[src/rtl/pll_holdover_fsm.sv]
module pll_holdover_fsm (
  input  logic       clk,
  input  logic       rst_n,
  input  logic       ref_lost,
  input  logic       phase_err_fast,
  input  logic       lock_in,
  input  logic       slip_seen,
  input  logic       use_dac,
  input  logic [1:0] exit_crit,
  input  logic [1:0] exit_act,
  output logic       pump_tristate,
  output logic       div_reset,
  output logic       trk_force,
  output logic       in_holdover,
  output logic       locked
);

  typedef enum logic [2:0] {
    S_LOCKING   = 3'd0,
    S_LOCKED    = 3'd1,
    S_HOLD      = 3'd2,
    S_EXIT_WAIT = 3'd3,
    S_REACQ     = 3'd4
  } state_t;

  typedef enum logic [1:0] {
    X_RESET = 2'd0,
    X_PHASE = 2'd1,
    X_DAC   = 2'd2
  } exit_t;

  state_t st, st_nxt;
  exit_t  mode_sel, mode_q;
  logic   dac_q;
  logic   enter_hold;

  always_comb begin
    if (exit_crit == 2'd1 && exit_act == 2'd1)      mode_sel = X_PHASE;
    else if (exit_crit == 2'd0 && exit_act == 2'd3) mode_sel = X_DAC;
    else                                            mode_sel = X_RESET;
  end

  always_comb begin
    st_nxt = st;
    case (st)
      S_LOCKING: if (lock_in) st_nxt = S_LOCKED;
      S_LOCKED: begin
        if (ref_lost || phase_err_fast) st_nxt = S_HOLD;
        else if (!lock_in)              st_nxt = S_LOCKING;
      end
      S_HOLD: if (!ref_lost) st_nxt = S_EXIT_WAIT;
      S_EXIT_WAIT: begin
        if (ref_lost)                            st_nxt = S_HOLD;
        else if (mode_q != X_PHASE || slip_seen) st_nxt = S_REACQ;
      end
      S_REACQ: begin
        if (ref_lost)     st_nxt = S_HOLD;
        else if (lock_in) st_nxt = S_LOCKED;
      end
      default: st_nxt = S_LOCKING;
    endcase
  end

  assign enter_hold = (st == S_LOCKED || st == S_REACQ) && st_nxt == S_HOLD;

  always_ff @(posedge clk) begin
    if (!rst_n) begin
      st     <= S_LOCKING;
      mode_q <= X_RESET;
      dac_q  <= 1'b0;
    end else begin
      st <= st_nxt;
      if (enter_hold) dac_q <= use_dac;
      if (st == S_HOLD && !ref_lost) mode_q <= mode_sel;
    end
  end

  assign in_holdover   = (st == S_HOLD) || (st == S_EXIT_WAIT);
  assign pump_tristate = in_holdover || (st == S_LOCKED && phase_err_fast);
  assign div_reset     = (st == S_EXIT_WAIT) && (mode_q != X_PHASE) && !ref_lost;
  assign trk_force     = dac_q && ((st == S_HOLD) ||
                                   (st == S_EXIT_WAIT && mode_q == X_DAC));
  assign locked        = (st == S_LOCKED) && !phase_err_fast;

endmodule

[config.mk]
export PLATFORM = sky130hd
export DESIGN_NAME = pll_holdover_fsm
export DESIGN_NICKNAME = d
export VERILOG_FILES = /design/src/rtl/pll_holdover_fsm.sv
export SDC_FILE = /design/constraint.sdc
export NUM_CORES = 1
export LEC_CHECK = 0
export ABC_AREA = 1
export BUFFER_PORTS_ARGS = -buffer_cell sky130_fd_sc_hd__buf_2
export CAP_MARGIN = 20
export CORE_AREA = 2 2 39 41
export CTS_BUF_LIST = sky130_fd_sc_hd__clkbuf_4
export DETAILED_ROUTE_END_ITERATION = 10
export DIE_AREA = 0 0 41 43
export GPL_ROUTABILITY_DRIVEN = 1
export PLACE_DENSITY_LB_ADDON = 0.15
export SYNTH_ARGS = -nofsm -noshare
export SYNTH_HDL_FRONTEND = slang
export SYNTH_SLANG_ARGS = --single-unit
[constraint.sdc]
create_clock -name clk -period 1.1 [get_ports clk]
set_input_delay 0.055 -clock clk [delete_from_list [all_inputs] [get_ports clk]]
set_output_delay 0.055 -clock clk [all_outputs]
set_load 0.1 [all_outputs]
Word level (Yosys, flattened, before mapping)
Index checks and enable logic that the tools add are counted.
{ "word_totals": {"ff_bits": 6, "inputBits": 11} }
{ "classes": {"n_eq_ne": 10, "n_mux": 10, "n_reduce_logical": 20} }
{ "ops": {"columns": ["operator", "n"], "rows": [
  ["2-to-1 mux 3 bit", 7],
  ["case mux 3 bit (5 select lines)", 1],
  ["logical AND 1 bit", 10],
  ["== test 3 x 2 -> 1 bit (second input constant)", 3],
  ["logical OR 1 bit", 6],
  ["== test 2 x 1 -> 1 bit (second input constant)", 2],
  ["== test 2 bit (second input constant)", 2],
  ["2-to-1 mux 2 bit", 2],
  ["== test 3 x 1 -> 1 bit (second input constant)", 1],
  ["== test 3 bit (second input constant)", 1],
  ["logical NOT 3 bit", 1],
  ["logical NOT 1 bit", 2],
  ["logical NOT 2 bit", 1],
  ["inequality test 2 x 1 -> 1 bit (second input constant)", 1]
]} }

Longest topological paths before layout
{ "depth": {"depth_word": 7, "mapped_depth": 9} }

Worst setup path before layout
OpenSTA, ideal clock, no wires.
{ "synth_path": {"path_kind": "register to output", "startpoint": "reg st[2]", "endpoint": "out trk_force", "t_arrival_ps": 2689, "required_ps": 1045, "slack_ps": -1644, "stages_incl_launch_ff": 4, "path_cell_list": "dfxtp_1 buf_4 nor2_1 and3_1"} }
{ "synth_between": {"elab_chain_cells": 4, "word_cells_on_any_way": 5} }
{ "synth_rtl": {"columns": ["item", "line_no", "text"], "rows": [
  ["start, declared", "32", "state_t st, st_nxt;"],
  ["start signal, assigned", "72", "st <= st_nxt;"],
  ["== test 3 x 2 -> 1 bit", "82", "(st == S_EXIT_WAIT && mode_q == X_DAC));"],
  ["logical AND 1 bit", "82", null],
  ["logical OR 1 bit *", "81", "assign trk_force = dac_q && ((st == S_HOLD) ||"],
  ["logical AND 1 bit *", "81", null],
  ["end, declared", "13", "output logic trk_force,"]
]} }
Every way passes the cells marked *; elsewhere a longest branch is shown, timed or not.

Worst setup path after layout
{ "layout_path": {"startpoint": "reg st[0]", "endpoint": "out pump_tristate"} }
{ "layout_between": {"elab_chain_cells": 3, "word_cells_on_any_way": 6} }
{ "layout_rtl": {"columns": ["item", "line_no", "text"], "rows": [
  ["== test 3 x 2 -> 1 bit or == test 3 x 1 -> 1 bit (tied branches)", "78, 79", null],
  ["logical OR 1 bit or logical AND 1 bit (tied branches)", "78, 79", null],
  ["logical OR 1 bit *", "79", "assign pump_tristate = in_holdover || (st == S_LOCKED && phase_err_fast);"],
  ["end, declared", "11", "output logic pump_tristate,"]
]} }
Marks and branches as above.

==> metrics.md <==
| Metric | Value |
|---|---|
| Outcome | complete, but fails checks |
| Failing checks | negative setup slack |
| Crit path required time | 1040 ps |
| Ant. Diodes | 0 |
| Crit end category | output pin |
| Final worst setup slack | -205 ps |
| Die H | 43 µm |
| Post-Syn Area | 443 µm² |
| Core ar. | 1380 µm² |
| Peak fanout along the critical path | 5 |
| Final Cycle Share | 119% |
| Final Skew | 5.22 ps |
| Kind of cell adding the most delay to the critical path | flip-flops |
| Clock Pin Slew Worst Setup and Hold Paths | 50 ps |
| Mapped Cells | 70 |
| DRC errors left | 0 |
| WP data arrival | 1250 ps |
| Post-CTS Hold Buffers | 0 |
| Max Slew Vio Count | 0 |
| Max-Cap Viols | 0 |
| HPWL Detailed | 916 µm |
| Critical path, cell by cell | inv_4 > nor2_4 > nand2_2 > buf_6 > o22ai_4 > buf_12 |
| Distinct cells, synth | 19 |
| Starting Density | 32.0% |
| Worst skew pair latency | 240 ps |
| Port bufs | 15 |
| Fmax | 766 MHz |
| Root buf cell | clkbuf_4 |
| Setup crit start kind | flop |
| RSZ-0062 raised after global routing | yes |
| Leakage | 0.345 nW |
| WL/cell | 12.0 µm |
| Avg Cell Area, Syn | 6.33 µm² |
| Synthesized Nets | 81 |
| CP Class | reg2out |
| First-pass GRT wire length | 2130 µm |
| Synth Warn # | 0 |
| VDD IR max | 0.754 mV |
| Area leader, netlist | dfxtp_1 |
| Overflow after GRT | 0 |
| DRT antenna net count | 0 |
| Synthesized flop and latch total | 6 |
| Nets | 110 |
| Slowest stage delay, CP | 380 ps |
| Initial antenna violation count | 0 |
| TritonCTS Sinks | 6 |
| Power per cell area | 996 nW/µm² |
| Layout area overhead | 83.9% |
| Vias in the first global route | 568 |
| CTS H-tree depth | 1 |
| Worst Hold Class | in2reg |
| TritonCTS clock tree | built |
| Via Count | 570 |
| Chip width | 41 µm |
| Initial DRC count | 8 |
| GPL Wtd Cong | 0.738 |
| Tmin final | 1300 ps |
| GRT Total Usage | 17.5% |
| Num rows | 14 |
| Die ar. | 1760 µm² |
| Top post-synthesis cells by area | dfxtp_1 (27%), nand3_1 (10%), nor2_1 (8.5%) |
| Top cell type's share of synthesized area | 27.1% |
| Initial DRT Pass Iterations | 4 |
| WP buf/inv | 3 |
| Pin count of the biggest net entering global routing | 7 |
| Via-to-Cell Ratio | 5.04 |
| Worst-margin pin slew | 218 ps |
| I/O pin count | 16 |
| Final setup vio count | 7 |
| Clock buffer depth | 2 |
| Seq/Total Area, Yosys | 27.1% |
| Total Wirelength | 1360 µm |
| Critical-path top delay cell | dfxtp_4 |
| Final design utilization | 58.9% |
| Total CTS buffers | 3 |
| Setup WS pre-CTS | -104 ps |
| Max-slew headroom | 85.4% |
| Final Hold Viols | 0 |
| Fraction of layout cells with a size suffix above 1 | 53.6% |
[Yosys cell counts]
cell	number
a21oi_1	4
nand3_2	1
nor3_1	1
and2_4	1
inv_2	2
and3_1	1
dfxtp_1	6
nand2_2	2
nor4_1	1
buf_4	1
inv_1	9
nor2_4	3
o22ai_1	1
nand3_1	9
nand2_1	9
a31oi_1	1
nor2_1	10
o21ai_0	6
nand4_1	2
[power by group]
| group | leakage (nW) | internal (mW) | switching [mW] |
|---|---|---|---|
| Sequential | 0.0510 | 0.231 | 0.0204 |
| Clock | 0.0138 | 0.123 | 0.0749 |
| Combinational | 0.281 | 0.148 | 0.214 |
[state kept, by name, indices dropped and copies added, names as in the netlist]
register	flops
mode_q	2
dac_q	1
st	3
[through the flow]
step	std cells	area [µm²]	TNS (ps)	hold WS [ps]	power, mW
4_1_cts	113	769	-1100	76.2	0.787
3_5_place_dp	104	669	-316	319	0.555
5_1_grt	113	815	-1400	91.0	0.854
2_1_floorplan	70	480	-1180	176	0.446
3_3_place_gp	104	669	-242	315	0.554
6_report	113	815	-985	78.0	0.812
[worst paths after layout]
| check | cells after the start | end | slack, ps | startpoint |
|---|---|---|---|---|
| worst min-delay path | 3 | dac_q$_SDFFE_PN0P_ | 80 | rst_n |
| worst max register to register | 7 | dac_q$_SDFFE_PN0P_ | -140 | st[1]$_SDFF_PN0_ |
| worst min register to register | 2 | dac_q$_SDFFE_PN0P_ | 490 | dac_q$_SDFFE_PN0P_ |
| worst max-delay path | 6 | pump_tristate | -200 | st[0]$_SDFF_PN0_ |
[cell type report]
| cell class | count | area (µm²) |
|---|---|---|
| clock buffer | 3 | 22.5 |
| multi-input combinational | 52 | 352 |
| tap | 16 | 20.0 |
| timing repair buffer | 25 | 240 |
| fill | 124 | 569 |
| inverter | 11 | 48.8 |
| sequential | 6 | 131 |
[routing by layer]
layer  wire length, µm  GRT usage, %  up-vias
li1                  -             -      287
met1               528          18.2      264
met2               774          31.3       19
met3                53          5.24        0
met4                 0          5.33        0
met5                 0             0        -
[kinds of logic (layout without fill, tap and decap cells)]
family,Yosys count,after routing,share of synthesized area [%]
buf+inv,12,39,11.0
compound gates,12,12,14.1
flops,6,6,27.1
simple gates,40,40,47.7
[worst reg2reg max path, cell delays in order (launching register included)]
cell	delay (ps)
dfxtp_4	370
nor2_1	210
nand2_1	120
and2_4	190
nor2_4	80
nand3_2	60
nand2_1	70
nor2_1	40
[cells in the final DEF (no fill, tap or decap)]
cell      Yosys  final
a31oi_1       1      1
o22ai_4       0      1
dfxtp_1       6      3
o21ai_1       0      5
nor3_1        1      1
and3_4        0      1
and2_4        1      1
buf_2         0     10
buf_6         0      4
nand3_4       0      1
inv_1         9      8
a21oi_1       4      4
nor4_2        0      1
buf_12        0      5
dfxtp_4       0      3
nand3_1       9      7
nand3_2       1      2
nand4_1       2      2
o21ai_0       6      1
inv_4         0      3
nand2_1       9      7
nor2_1       10      6
nand2_2       2      4
buf_4         1      6
nor2_4        3      7
clkbuf_4      0      3
[what timing repair did]
item / CTS / global route
resized for setup: 9 / 16
cloned: 0 / 0
endpoints found under the setup margin: 9 / 9
setup buffers: 6 / 0
pin swaps: 7 / 6
(Power assumes the default switching activity.)
